$ cat src/rtl/wdt_pkg.sv
package wdt_pkg;
    localparam int NSTAGE = 4;
    localparam int STG_W  = $clog2(NSTAGE);
    localparam int LEN_W  = 3;
    localparam int CFG_W  = 4 + 2 * NSTAGE + 2 * LEN_W;

    // register addresses
    localparam int A_KEY  = 0;
    localparam int A_CFG  = 1;
    localparam int A_PRE  = 2;
    localparam int A_FEED = 3;
    localparam int A_CLR  = 4;
    localparam int A_TMO  = 8;

    typedef enum logic [1:0] {
        ACT_NONE = 2'd0,
        ACT_IRQ  = 2'd1,
        ACT_CPU  = 2'd2,
        ACT_SYS  = 2'd3
    } wdt_act_e;

    typedef struct packed {
        logic [LEN_W-1:0]             sys_len;
        logic [LEN_W-1:0]             cpu_len;
        wdt_act_e [NSTAGE-1:0]        act;
        logic                         boot;
        logic                         edge_en;
        logic                         lvl_en;
        logic                         en;
    } wdt_cfg_t;
endpackage

$ cat src/rtl/wdt_regs.sv
module wdt_regs
    import wdt_pkg::*;
#(
    parameter int          CNT_W  = 32,
    parameter int          PRE_W  = 16,
    parameter int          ADDR_W = 4,
    parameter logic [31:0] KEY    = 32'hA5C3_0F96
) (
    input  logic                           clk,
    input  logic                           rst_n,
    input  logic                           wr_en,
    input  logic [ADDR_W-1:0]              wr_addr,
    input  logic [31:0]                    wr_data,
    output logic                           unlocked,
    output wdt_cfg_t                       cfg,
    output logic [PRE_W-1:0]               prescale,
    output logic [NSTAGE-1:0][CNT_W-1:0]   timeout,
    output logic                           feed,
    output logic                           irq_clr
);
    typedef struct packed {
        logic                         unl;
        wdt_cfg_t                     cfg;
        logic [PRE_W-1:0]             pre;
        logic [NSTAGE-1:0][CNT_W-1:0] tmo;
    } regs_t;

    regs_t q, d;

    always_comb begin
        d = q;
        if (wr_en) begin
            if (wr_addr == ADDR_W'(A_KEY)) begin
                d.unl = (wr_data == KEY);
            end
            if (q.unl) begin
                if (wr_addr == ADDR_W'(A_CFG)) begin
                    d.cfg = wdt_cfg_t'(wr_data[CFG_W-1:0]);
                end
                if (wr_addr == ADDR_W'(A_PRE)) begin
                    d.pre = wr_data[PRE_W-1:0];
                end
                for (int s = 0; s < NSTAGE; s++) begin
                    if (wr_addr == ADDR_W'(A_TMO + s)) begin
                        d.tmo[s] = wr_data[CNT_W-1:0];
                    end
                end
            end
        end
    end

    always_ff @(posedge clk or negedge rst_n) begin
        if (!rst_n) begin
            q <= '0;
        end else begin
            q <= d;
        end
    end

    assign unlocked = q.unl;
    assign cfg      = q.cfg;
    assign prescale = q.pre;
    assign timeout  = q.tmo;
    assign feed     = wr_en && q.unl && (wr_addr == ADDR_W'(A_FEED));
    assign irq_clr  = wr_en && wr_data[0] && (wr_addr == ADDR_W'(A_CLR));
endmodule

$ cat src/rtl/wdt_core.sv
module wdt_core
    import wdt_pkg::*;
#(
    parameter int CNT_W = 32,
    parameter int PRE_W = 16
) (
    input  logic                         clk,
    input  logic                         rst_n,
    input  logic                         active,
    input  logic [PRE_W-1:0]             prescale,
    input  logic [NSTAGE-1:0][CNT_W-1:0] timeout,
    input  wdt_act_e [NSTAGE-1:0]        act,
    input  logic                         lvl_en,
    input  logic                         edge_en,
    input  logic                         feed,
    input  logic                         irq_clr,
    output logic [STG_W-1:0]             stage,
    output logic                         expire,
    output logic                         irq_level,
    output logic                         irq_pulse,
    output logic                         fire_cpu,
    output logic                         fire_sys
);
    typedef struct packed {
        logic [PRE_W-1:0] pre;
        logic [CNT_W-1:0] cnt;
        logic [STG_W-1:0] stg;
        logic             irq;
        logic             pls;
    } core_t;

    core_t q, d;

    logic [PRE_W-1:0] pre_eff;
    logic [CNT_W-1:0] tmo_cur;
    logic             tick;
    logic             last;
    wdt_act_e         act_cur;
    logic             irq_hit;

    always_comb begin
        pre_eff = (prescale == '0) ? PRE_W'(1) : prescale;
        tmo_cur = timeout[q.stg];
        act_cur = act[q.stg];
        tick    = ({1'b0, q.pre} + (PRE_W+1)'(1)) >= {1'b0, pre_eff};
        last    = ({1'b0, q.cnt} + (CNT_W+1)'(1)) >= {1'b0, tmo_cur};
        expire  = active && !feed && tick && last;
        irq_hit = expire && (act_cur == ACT_IRQ);

        d     = q;
        d.pls = irq_hit && edge_en;
        if (feed || !active) begin
            d.pre = '0;
            d.cnt = '0;
            d.stg = '0;
        end else if (tick) begin
            d.pre = '0;
            if (last) begin
                d.cnt = '0;
                d.stg = (q.stg == STG_W'(NSTAGE - 1)) ? '0 : q.stg + STG_W'(1);
            end else begin
                d.cnt = q.cnt + CNT_W'(1);
            end
        end else begin
            d.pre = q.pre + PRE_W'(1);
        end

        if (irq_hit && lvl_en) begin
            d.irq = 1'b1;
        end else if (feed || irq_clr) begin
            d.irq = 1'b0;
        end
    end

    always_ff @(posedge clk or negedge rst_n) begin
        if (!rst_n) begin
            q <= '0;
        end else begin
            q <= d;
        end
    end

    assign stage     = q.stg;
    assign irq_level = q.irq;
    assign irq_pulse = q.pls;
    assign fire_cpu  = expire && (act_cur == ACT_CPU);
    assign fire_sys  = expire && (act_cur == ACT_SYS);
endmodule

$ cat src/rtl/wdt_pulse.sv
module wdt_pulse #(
    parameter int LEN_W = 3
) (
    input  logic             clk,
    input  logic             rst_n,
    input  logic             fire,
    input  logic [LEN_W-1:0] len,
    output logic             pulse
);
    localparam int CW = LEN_W + 1;

    logic [CW-1:0] cnt_d, cnt_q;

    always_comb begin
        if (fire) begin
            cnt_d = {1'b0, len} + CW'(1);
        end else if (cnt_q != '0) begin
            cnt_d = cnt_q - CW'(1);
        end else begin
            cnt_d = '0;
        end
    end

    always_ff @(posedge clk or negedge rst_n) begin
        if (!rst_n) begin
            cnt_q <= '0;
        end else begin
            cnt_q <= cnt_d;
        end
    end

    assign pulse = (cnt_q != '0);
endmodule

$ cat src/rtl/stage_watchdog.sv
module stage_watchdog
    import wdt_pkg::*;
#(
    parameter int          CNT_W  = 32,
    parameter int          PRE_W  = 16,
    parameter int          ADDR_W = 4,
    parameter logic [31:0] KEY    = 32'hA5C3_0F96
) (
    input  logic              clk,
    input  logic              rst_n,
    input  logic              wr_en,
    input  logic [ADDR_W-1:0] wr_addr,
    input  logic [31:0]       wr_data,
    output logic              irq_level,
    output logic              irq_pulse,
    output logic              cpu_rst,
    output logic              sys_rst
);
    localparam int NPULSE = 2;

    logic                         unlocked;
    wdt_cfg_t                     cfg;
    logic [PRE_W-1:0]             prescale;
    logic [NSTAGE-1:0][CNT_W-1:0] timeout;
    logic                         feed;
    logic                         irq_clr;
    logic                         active;
    logic [STG_W-1:0]             stage;
    logic                         expire;
    logic                         fire_cpu;
    logic                         fire_sys;
    logic [NPULSE-1:0]            fire_vec;
    logic [NPULSE-1:0][LEN_W-1:0] len_vec;
    logic [NPULSE-1:0]            pulse_vec;

    wdt_regs #(
        .CNT_W (CNT_W),
        .PRE_W (PRE_W),
        .ADDR_W(ADDR_W),
        .KEY   (KEY)
    ) u_regs (
        .clk     (clk),
        .rst_n   (rst_n),
        .wr_en   (wr_en),
        .wr_addr (wr_addr),
        .wr_data (wr_data),
        .unlocked(unlocked),
        .cfg     (cfg),
        .prescale(prescale),
        .timeout (timeout),
        .feed    (feed),
        .irq_clr (irq_clr)
    );

    assign active = cfg.en | cfg.boot;

    wdt_core #(
        .CNT_W(CNT_W),
        .PRE_W(PRE_W)
    ) u_core (
        .clk      (clk),
        .rst_n    (rst_n),
        .active   (active),
        .prescale (prescale),
        .timeout  (timeout),
        .act      (cfg.act),
        .lvl_en   (cfg.lvl_en),
        .edge_en  (cfg.edge_en),
        .feed     (feed),
        .irq_clr  (irq_clr),
        .stage    (stage),
        .expire   (expire),
        .irq_level(irq_level),
        .irq_pulse(irq_pulse),
        .fire_cpu (fire_cpu),
        .fire_sys (fire_sys)
    );

    assign fire_vec = {fire_sys, fire_cpu};
    assign len_vec  = {cfg.sys_len, cfg.cpu_len};

    for (genvar p = 0; p < NPULSE; p++) begin : g_pulse
        wdt_pulse #(.LEN_W(LEN_W)) u_pulse (
            .clk  (clk),
            .rst_n(rst_n),
            .fire (fire_vec[p]),
            .len  (len_vec[p]),
            .pulse(pulse_vec[p])
        );
    end

    assign cpu_rst = pulse_vec[0];
    assign sys_rst = pulse_vec[1];
endmodule

$ cat config.mk
export PLATFORM = sky130hd
export DESIGN_NAME = stage_watchdog
export DESIGN_NICKNAME = d
export VERILOG_FILES = /design/src/rtl/wdt_pkg.sv /design/src/rtl/wdt_regs.sv /design/src/rtl/wdt_core.sv /design/src/rtl/wdt_pulse.sv /design/src/rtl/stage_watchdog.sv
export SDC_FILE = /design/constraint.sdc
export NUM_CORES = 1
export LEC_CHECK = 0
export ABC_CLOCK_PERIOD_IN_PS = 4600
export BUFFER_PORTS_ARGS = -buffer_cell sky130_fd_sc_hd__buf_2
export CAP_MARGIN = 20
export CORE_UTILIZATION = 62
export DETAILED_ROUTE_END_ITERATION = 6
export GPL_TIMING_DRIVEN = 0
export PLACE_DENSITY = 0.82
export REMOVE_ABC_BUFFERS = 1
export SLEW_MARGIN = 20
export SYNTH_ARGS = -nofsm -noshare
export SYNTH_HDL_FRONTEND = slang
export SYNTH_SLANG_ARGS = --single-unit
export TNS_END_PERCENT = 50
$ cat constraint.sdc
create_clock -name clk -period 4.6 [get_ports clk]
set_clock_uncertainty 0.1 [all_clocks]
set_input_delay 0.69 -clock clk [delete_from_list [all_inputs] [get_ports clk]]
set_output_delay 0.69 -clock clk [all_outputs]
set_load 0.01 [all_outputs]
* Word level (Yosys, flattened, before mapping)
Cells that the tools add are included.
** Word-level totals
- Bits in registers :: 223
- Bits in latches :: 0
- Bits in writable memories :: 0
- Memory bits (read-only) :: 0
- Output and inout port bits :: 4
- Word-level logic and storage cells :: 97
- Memories kept :: 0
** Cells by class
- Add/subtract/negate cells :: 9
- Multiply operators :: 0
- Div/mod/pow operators :: 0
- $lt $le $gt $ge :: 3
- Eq/ne operators :: 13
- Shift operators :: 0
- Mux-type cells :: 17
- Bitwise gates (word level) :: 1
- Reduce and logical (&&, ||, !) cells :: 31
** Operators by type and width (number)
- $bmux 32 s2 :: 1
- $mux 32 :: 2
- $mux 50 :: 1
- $mux 34 :: 1
- $add 32x1->33 const B :: 1
- $ge 33x32->1 :: 1
- $add 32x1->32 const B :: 1
- $eq 32x32->1 const B :: 1
- $mux 16 :: 2
- $reduce_and 3->1 :: 6
- $add 16x1->17 const B :: 1
- $ge 17x16->1 :: 1
- $add 16x1->16 const B :: 1
- $eq 4x4->1 const B :: 4
- $logic_not 16->1 :: 1
- $mux 4 :: 4
- $logic_and 1x1->1 :: 12
- $add 3x1->4 const B :: 2
- $eq 4x2->1 const B :: 2
- $reduce_bool 4->1 :: 2
- $sub 4x1->4 const B :: 2
- $eq 2x2->1 const B :: 3
- $mux 2 :: 3
- $reduce_bool 2->1 :: 3
- other kinds (12) :: 16

* Longest topological paths before layout
Gate-level depths: netlist of the first run.
- Depth in word-level cells :: 9
- Depth in mapped cells :: 17

* Hierarchy
Synthesis of the first run repeated with hierarchy kept, for this count alone.
** Second synthesis, totals
- Cells, all modules :: 952
- Area, all modules :: 11956.5 µm²
** Modules (own cells, without submodules)
- wdt_regs :: instances 1, cells an instance 367, area each 6388.6 µm²
- wdt_core :: instances 1, cells an instance 542, area each 5128.7 µm²
- wdt_pulse :: instances 2, cells an instance 21, area each 216.5 µm²
- stage_watchdog :: instances 1, cells an instance 1, area each 6.3 µm²

* Least setup slack after synthesis of the first run
No wires, ideal clock.
- Kind :: reg2reg
- Start :: reg u_core.q (netlist bit u_core.stage[0])
- End :: reg u_core.q[10] (netlist bit)
- Arrival :: 3.936 ns
- Path slack :: 0.498 ns
- Stages on the path, launching flop included :: 15
- Cells stage by stage :: dfrtp_1 > clkbuf_1 > buf_1 > mux4_2 > inv_1 > ha_1 > and4_1 > nor4bb_1 > a221o_1 > a211o_1 > a211oi_4 > buf_6 > and3_1 > buf_4 > a22o_1
** Between the ends
- Cells in the longest elaborated chain, start to end :: 6
** RTL lines
- start: declaration :: RTL line wdt_core.sv:32 : core_t q, d;
- start signal: assignment :: RTL line wdt_core.sv:77 : q <= '0;
- start signal: assignment :: RTL line wdt_core.sv:79 : q <= d;
- $bmux 32 s2 :: RTL line wdt_core.sv:43 : tmo_cur = timeout[q.stg];
- $mux 32 (not written as such) :: RTL line wdt_core.sv:43
- $ge 33x32->1 :: RTL line wdt_core.sv:46 : last = ({1'b0, q.cnt} + (CNT_W+1)'(1)) >= {1'b0, tmo_cur};
- $mux 32 :: RTL line wdt_core.sv:58 : if (last) begin
- $mux 34 :: RTL line wdt_core.sv:56 : end else if (tick) begin
- $mux 50 :: RTL line wdt_core.sv:52 : if (feed || !active) begin
No other way between the ends. The select of a mux whose other input is x is not followed.
A chain may end at the register's enable or synchronous reset.

* Final worst setup path of the first run
- Start :: reg u_core.q[4] (netlist bit)
- End :: reg u_core.q[35] (netlist bit)
** Between the ends
- Cells in the longest elaborated chain, start to end :: 5
- Elaborated cells between the ends (all ways) :: 6
** RTL lines (RTL line)
- $add 32x1->33 :: wdt_core.sv:46
- $ge 33x32->1 :: wdt_core.sv:46
- $mux 32 * :: wdt_core.sv:58
- $mux 34 * :: wdt_core.sv:56
- $mux 50 * :: wdt_core.sv:52
Mark *: on every way between the ends. The rest lies on a longest branch, timed or not. The select of a mux whose other input is x is not followed.

==> results of run 1 <==
## cells by family after synthesis
kind of cell	count (synthesis)	synth area share, %
mux	205	23.2
compound gates	81	4.80
buf+inv	98	3.32
fa+ha+maj	53	5.73
simple gates	237	11.8
xor+xnor	39	2.95
flops	223	48.2
## report_power, final
part	internal [uW]	total, uW	leakage, uW	switching, uW
clock	1140	1920	0.000386	773
sequential	1960	1960	0.00311	0.000000221
combinational	22.0	91.9	0.00275	69.9
total	3130	3970	0.00625	843
## flip-flops by register name (all words and copies together), names as in the netlist
register / cells
u_regs.timeout: 128
g_pulse.u_pulse.cnt_q: 8
u_regs.cfg: 18
u_regs.prescale: 16
u_core.irq_level: 1
u_core.q: 48
u_core.irq_pulse: 1
u_core.stage: 2
u_regs.unlocked: 1
## layout by cell type (no fill, tap or decap), drive strengths merged, types with 9 or more instances in the layout
cell / Yosys / layout
clkbuf: 26 / 33
and4: 9 / 9
inv: 59 / 59
mux2: 165 / 165
nand2: 57 / 57
nor2: 22 / 22
o21ai: 21 / 21
nor4: 13 / 13
mux4: 34 / 34
xnor2: 32 / 32
a22o: 10 / 10
a21oi: 23 / 23
and2: 22 / 22
ha: 53 / 53
nand4: 28 / 28
or2: 11 / 11
buf: 13 / 64
dfrtp: 223 / 223
nand3: 25 / 25
and3: 9 / 9
## metal layers
metal	track usage, %	routed length, um	up-vias
met5	0	0	-
met1	37.2	11000	3932
met2	45.5	12300	203
met3	3.66	1120	41
met4	7.08	520	0
li1	-	-	3503
## cell type report
class	count	area, sq um
multi-input cells	615	5660
flip-flops and latches	223	5590
fillers	1179	5090
clock buffers	33	676
repair buffers	64	513
well taps	229	287
inverters	59	221
clock inverters	11	114
## path summary, 6_finish.rpt
| path | depth (start not counted) | from | end |
|---|---|---|---|
| worst max-delay path | 16 | u_core.q[4] | u_core.q[35] |
| worst min-delay path | 1 | rst_n | u_core.q[44] |
| worst max register to register | 16 | u_core.q[4] | u_core.q[35] |
| worst min register to register | 1 | u_regs.cfg[2] | u_core.irq_pulse |
| max in group asynchronous | 2 | rst_n | u_regs.timeout[112] |
| min in group clk | 2 | wr_data[26] | u_regs.timeout[26] |
## repair_timing
item / 4_1_cts / 5_1_grt
resized for setup: 3 / 2
buffers inserted: 2 / 2
pin swaps: 2 / 2
hold endpoints to repair: 0 / 0
setup endpoints to repair: 20 / 22
## metrics by stage
stage	total power (uW)	TNS, ns
2_1_floorplan	2000	-3.67
3_3_place_gp	2080	-416.45
3_5_place_dp	2090	-2.64
4_1_cts	4000	0
5_1_grt	4080	0
6_report	3970	0
==> flow_summary.toml, run 1 <==
[hold_path]
worst_hold_path_type = "in -> async"

[grt]
grt_usage_pct = 27.0
grt_max_degree = 102
gr-total-overflow = 0
antenna_found_initial = 0
grt_pass1_vias = 7996
grt_pass1_wl_um = 41400

[final_layout]
n_antenna_cell = 0
fin_util_pct = 72.0
area_growth_pct = 12.8
fin_nets = 1079
drive_above_1_share_pct = 33.1
stdcell_count = 1234
design_area_sq_um = 13100

[sta]
finalMaxSlewViolations = 0
fin_crit_ns = 4.34
hold_ws_ns = 0.0105
hold_viol_final = 0
timing.final.crit_share_pct = 94.3
relSlewSlack_pct = 25.4
tightest_slew_ns = 1.12
rsz0062_at_grt = "no"
fin_ws_ns = 0.264
finalSetupViolCount = 0
fmax_mhz = 231

[logic_synthesis]
yosys_warnings = 0
syn_inst = 936
synthDistinctLibCells = 60
ys_ff_latch = 223
synth.most_common_cell = "dfrtp_1"
synth_ff_type = "dfrtp_1"
yosysSeqAreaShare_pct = 48.2
synthTopCellsByArea = "dfrtp_1 (48%), mux2_2 (16%), mux4_2 (6.6%)"
ys_top_cells_by_count = "dfrtp_1 (223), mux2_2 (164), inv_1 (59)"
avgSynthCellArea_sq_um = 12.4
yosysTopAreaCell = "dfrtp_1"
syn_area_sq_um = 11600
synth_top_cell_area_share_pct = 48.2
synth_edf_count = 0
async_flop_share_pct = 100

[floorplanning]
dieArea_sq_um = 19200
die_w_um = 139
start_util_pct = 63.8
die_y_um = 139
row_count = 49
io_pins = 43
core_area_sq_um = 18100

[pwr]
ir_worst_vdd_v = 0.000526
p_per_area_nw_per_um2 = 304
power_leakage_uw = 0.00625

[setup_path]
worst-path-buf-inv = 1
required_ns = 4.94
cp_cell_sequence = "ha_1 -> and3_2 -> nand4_4 -> or3_4 -> nor2b_1 -> nor2b_1 -> or2_2 -> ha_1 -> nand4_1 -> nor4_4 -> a311oi_1 -> o21ai_2 -> a211oi_4 -> buf_8 -> and3_4 -> a22o_1"
max_stage_delay_ns = 0.47
path_max_fanout = 15
cp_data_arrival_time_ns = 4.68
path_class = "reg -> reg"
rrSetupSlack_ns = 0.26
cp-start-kind = "register"
crit_path_top_delay_cell = "or3_4"
endpoint_kind = "register"
crit_family = "simple AND/OR/NAND/NOR gates"

[status]
violations = "design-rule violations"
outcome = "finished with violations"

[clock_network]
clkTransAtPathRegs_ns = 0.06
cts_buffers = 24
cts_tree = "yes"
cts_sinks = 223
hold_buffers = 0
clk_path_buf_depth = 3
cts_root_buf = "clkbuf_16"
cts_htree_levels = 1
clock_latency_ns = 0.51

[routing]
ant_nets = 0
viasPerCell = 6.22
first_pass_iters = 7
drc = 4
vias = 7679
routed_wl_um = 24900
drtIter0Drc = 587
wl_per_cell_um = 20.2

[placement]
routabilityCongestion = 0.808
dp.cells = 1186
post-place-ws_ns = -0.251
dpl_cell_area_sq_um = 12200
portBuffers = 42
hpwlAfterDp_um = 17100

[run]
drv_cap = 0
(Power assumes the default switching activity.)
==> run 2, diff against run 1 <==
- CELL_PAD_IN_SITES_DETAIL_PLACEMENT: default -> 1
- CELL_PAD_IN_SITES_GLOBAL_PLACEMENT: default -> 2
- CORE_UTILIZATION: 62 -> 44
==> flow_summary.toml, run 2 (synthesis gave the netlist of run 1 again) <==
[status]
outcome = "complete, no violations"

[grt]
antenna_found_initial = 0
grt_usage_pct = 22.2
grt_max_degree = 93
gr-total-overflow = 0
grt_pass1_wl_um = 46300
grt_pass1_vias = 8323

[setup_path]
crit_path_top_delay_cell = "or3_4"
crit_family = "simple AND/OR/NAND/NOR gates"
cp_data_arrival_time_ns = 4.71
endpoint_kind = "register"
path_class = "reg -> reg"
worst-path-buf-inv = 2
max_stage_delay_ns = 0.45
r2r-start = "u_core.q[4]"
path_max_fanout = 12
cp-start-kind = "register"
cp_cell_sequence = "ha_2 -> and3_4 -> nand4_4 -> or3_4 -> nor2b_1 -> nor2b_1 -> or2_2 -> ha_1 -> nand4_1 -> nor4_4 -> a311oi_1 -> o21ai_2 -> a211oi_4 -> buf_8 -> nor4_4 -> buf_4 -> mux2_1"
required_ns = 4.90
startpoint = "u_core.q[4]"

[floorplanning]
die_y_um = 164
core_area_sq_um = 25900
dieArea_sq_um = 27000
die_w_um = 164
io_pins = 43
row_count = 59
start_util_pct = 44.7

[pwr]
p_comb_share_pct = 2.2
power_leakage_uw = 0.00638
power_switching_uw = 903
p_seq_share_pct = 46.0
power.internal_uw = 3360
clkPwrFrac_pct = 51.8
p_per_area_nw_per_um2 = 318
sw_frac_of_total_pct = 21.2
ir_worst_vdd_v = 0.000247

[sta]
finalSetupViolCount = 0
hold_ws_ns = 0.0340
tightest_slew_ns = 1.08
fin_crit_ns = 4.41
hold_viol_final = 0
timing.final.crit_share_pct = 95.8
finalMaxSlewViolations = 0
tns_ns = 0
relSlewSlack_pct = 27.8
fin_ws_ns = 0.191
fmax_mhz = 227

[placement]
dpl_cell_area_sq_um = 12400
portBuffers = 42
post-place-ws_ns = -0.434
routabilityCongestion = 0.772
hpwlAfterDp_um = 19500

[routing]
drtIter0Drc = 381
routed_wl_um = 28400
vias = 7627
first_pass_iters = 4
drc = 0
ant_nets = 0
viasPerCell = 5.65
wl_per_cell_um = 21.0

[final_layout]
design_area_sq_um = 13400
final_common_cell = "dfrtp_1"
drive_above_1_share_pct = 34.3
fin_util_pct = 51.8
fin_nets = 1089
n_antenna_cell = 0
largest_reg_flops = 128
layout_common_cells = "dfrtp_1 (220), mux2_2 (164), inv_1 (59)"
area_growth_pct = 15.8

[clock_network]
cts_buffers = 26
clock_latency_ns = 0.53
cts_sinks = 223
cts_tree = "yes"
cts_root_buf = "clkbuf_16"
clk_path_buf_depth = 3
cts_htree_levels = 1
clkTransAtPathRegs_ns = 0.06

[hold_path]
worst_hold_path_type = "in -> async"

[run]
drv_cap = 0
run 2: metal layers:
layer / track usage [%] / up-vias / routed length, um
met1: 30.9 / 4007 / 13000
met3: 2.63 / 31 / 818
met5: 0 / - / 0
met4: 4.63 / 0 / 420
li1: - / 3518 / -
met2: 37.3 / 71 / 14100
run 2: final timing paths:
path	to	slack, ns	cells past startpoint
max	g_pulse[0].u_pulse.cnt_q[1]	0.19	17
min	u_regs.timeout[28]	0.03	1
max reg2reg	g_pulse[0].u_pulse.cnt_q[1]	0.19	17
min reg2reg	u_core.irq_level	0.40	1
max in group asynchronous	u_core.stage[0]	3.44	2
min in group clk	u_regs.timeout[24]	0.35	2
run 2: metrics by stage:
stage,instances,power (uW)
floorplan,897,2000
global placement,1274,2090
detailed placement,1294,2100
CTS,1344,4330
global route,1351,4410
finish,1351,4260
run 2: worst reg2reg max path, cell delays in order, from the launching register on:
cell and delay, ns:
dfrtp_2 0.43, ha_2 0.23, and3_4 0.23, nand4_4 0.12, or3_4 0.46, nor2b_1 0.17, nor2b_1 0.08, or2_2 0.31
ha_1 0.34, nand4_1 0.18, nor4_4 0.08, a311oi_1 0.37, o21ai_2 0.13, a211oi_4 0.32, buf_8 0.21, nor4_4 0.06
buf_4 0.18, mux2_1 0.32
run 2: power groups by stage:
stage	sequential (uW)	combinational, uW	clock [uW]
3_5_place_dp	2000	98.0	0
6_report	1960	94.8	2210
4_1_cts	1960	98.3	2270
2_1_floorplan	2000	5.49	0
5_1_grt	1960	107	2340
3_3_place_gp	2000	89.4	0
run 2: final cells by class:
type | count | area [sq um]
inverters | 59 | 221
well taps | 335 | 419
fillers | 2645 | 12500
clock inverters | 12 | 173
repair buffers | 72 | 588
clock buffers | 35 | 756
multi-input cells | 615 | 5670
flip-flops and latches | 223 | 5590
run 2: timing repair:
action	CTS	global route
resized for setup	3	4
hold buffers	0	0
pin swaps	3	3
setup endpoints to repair	21	24
cloned	0	0
setup buffers	3	6
==> run 3, diff against run 2 <==
- ABC_CLOCK_PERIOD_IN_PS: 4600 -> 4550
- CELL_PAD_IN_SITES_DETAIL_PLACEMENT: 1 -> default
- CELL_PAD_IN_SITES_GLOBAL_PLACEMENT: 2 -> default
- CORE_UTILIZATION: 44 -> 62
- clock period: 4.6 -> 4.55 ns (I/O delays scaled with it)
==> flow_summary.toml, run 3 (synthesis gave the netlist of run 1 again) <==
[status]
outcome = "finished with violations"
violations = "design-rule violations"

[setup_path]
cp-start-kind = "register"
path_max_fanout = 15
path_class = "reg -> reg"
cp_data_arrival_time_ns = 4.58
required_ns = 4.85
endpoint_kind = "register"

[final_layout]
largest_reg_flops = 128
area_growth_pct = 12.9
layout_common_cells = "dfrtp_1 (220), mux2_2 (164), inv_1 (59)"
n_antenna_cell = 0
final_common_cell = "dfrtp_1"
fin_nets = 1080
fin_util_pct = 72.0
drive_above_1_share_pct = 33.4

[pwr]
power_switching_uw = 853
p_per_area_nw_per_um2 = 307
p_seq_share_pct = 49.4
ir_worst_vdd_v = 0.000532
p_comb_share_pct = 2.3
power.internal_uw = 3160
power_leakage_uw = 0.00625
totalPowerFinal_uw = 4010
sw_frac_of_total_pct = 21.3
clkPwrFrac_pct = 48.3

[placement]
routabilityCongestion = 0.808
hpwlAfterDp_um = 17100
post-place-ws_ns = -0.301
portBuffers = 42

[floorplanning]
die_w_um = 139
start_util_pct = 63.8
row_count = 49
core_area_sq_um = 18100
dieArea_sq_um = 19200
io_pins = 43
die_y_um = 139

[sta]
finalSetupViolCount = 0
tightest_slew_ns = 1.15
timing.final.crit_share_pct = 94.1
rsz0062_at_grt = "no"
hold_viol_final = 0
relSlewSlack_pct = 23.7
hold_ws_ns = 0.00334
finalMaxSlewViolations = 0
fin_crit_ns = 4.28
fmax_mhz = 233
tns_ns = 0
fin_ws_ns = 0.267

[routing]
ant_nets = 0
drc = 4
routed_wl_um = 25100
viasPerCell = 6.27
wl_per_cell_um = 20.3
vias = 7743
first_pass_iters = 7
drtIter0Drc = 547

[clock_network]
clk_path_buf_depth = 3
clock_latency_ns = 0.51
cts_sinks = 223
clkTransAtPathRegs_ns = 0.06
cts_buffers = 24
cts_root_buf = "clkbuf_16"
cts_htree_levels = 1
hold_buffers = 0
cts_tree = "yes"

[grt]
grt_pass1_wl_um = 41400
grt_pass1_vias = 7996
grt_usage_pct = 27.0
grt_max_degree = 102
antenna_found_initial = 0
gr-total-overflow = 0

[hold_path]
worst_hold_path_type = "in -> async"

[run]
drv_cap = 0
[run 3: cell types whose count changed in the layout (fill, tap and decap cells not counted)]
cell / before / now
clkbuf_1: 3 / 6
clkbuf_16: 27 / 25
buf_6: 6 / 4
clkbuf_8: 5 / 2
buf_8: 3 / 2
clkinv_2: 5 / 6
bufinv_16: 4 / 2
buf_4: 16 / 12
clkinvlp_4: 1 / 2
nor4_1: 10 / 9
nor4_4: 3 / 2
nor4_2: 0 / 2
inv_8: 1 / 0
[run 3: worst paths after layout]
check	startpoint	endpoint	slack (ns)	depth (start not counted)
min in group clk	wr_data[26]	u_regs.timeout[26]	0.35	2
worst min-delay path	rst_n	u_core.q[44]	0.003	1
worst max register to register	u_core.q[4]	g_pulse[1].u_pulse.cnt_q[1]	0.27	16
worst max-delay path	u_core.q[4]	g_pulse[1].u_pulse.cnt_q[1]	0.27	16
max in group asynchronous	rst_n	u_regs.timeout[112]	3.50	2
worst min register to register	u_regs.cfg[2]	u_core.irq_pulse	0.39	1
[run 3: layer usage]
metal | vias up | track usage (%) | wire length (um)
met2 | 235 | 45.5 | 12300
met1 | 3955 | 37.2 | 11000
li1 | 3508 | - | -
met5 | - | 0 | 0
met3 | 45 | 3.66 | 1280
met4 | 0 | 7.08 | 531
[run 3: stage by stage]
| stage | cell area [sq um] | instances |
|---|---|---|
| 3_5_place_dp | 12200 | 1186 |
| 2_1_floorplan | 11400 | 897 |
| 4_1_cts | 13000 | 1232 |
| 3_3_place_gp | 11900 | 1168 |
| 6_report | 13100 | 1235 |
| 5_1_grt | 13100 | 1235 |
[run 3: worst max-delay path, stage by stage (launching register included)]
cell and delay (ns):
dfrtp_2 0.43, ha_2 0.24, and3_2 0.26, nand4_4 0.18, or3_4 0.47, nor2b_1 0.16
nor2b_1 0.07, or2_2 0.30, ha_1 0.32, nand4_1 0.19, nor4_4 0.30, a311oi_1 0.15
o21ai_2 0.12, a211oi_4 0.07, buf_8 0.16, nor3_4 0.27, mux2_2 0.37
[run 3: layout make-up]
type	instances	area, sq um
clock buffer	33	676
clock inverter	11	114
fill	1174	5080
inverter	59	221
multi-input combinational	615	5670
sequential	223	5590
tap	229	287
timing repair buffer	65	520
[run 3: what timing repair did]
item / CTS / global route
setup endpoints to repair: 20 / 17
pin swaps: 3 / 3
cloned: 0 / 0
buffers inserted: 2 / 3
gates resized for setup: 3 / 4
[run 3: power groups by stage]
stage	Clock, uW	Sequential, uW	Combinational (uW)
after floorplan	0	2020	5.55
after global placement	0	2020	86.6
after detailed placement	0	2020	95.8
after CTS	1970	1980	95.9
after global routing	2040	1980	106
final	1940	1980	93.1
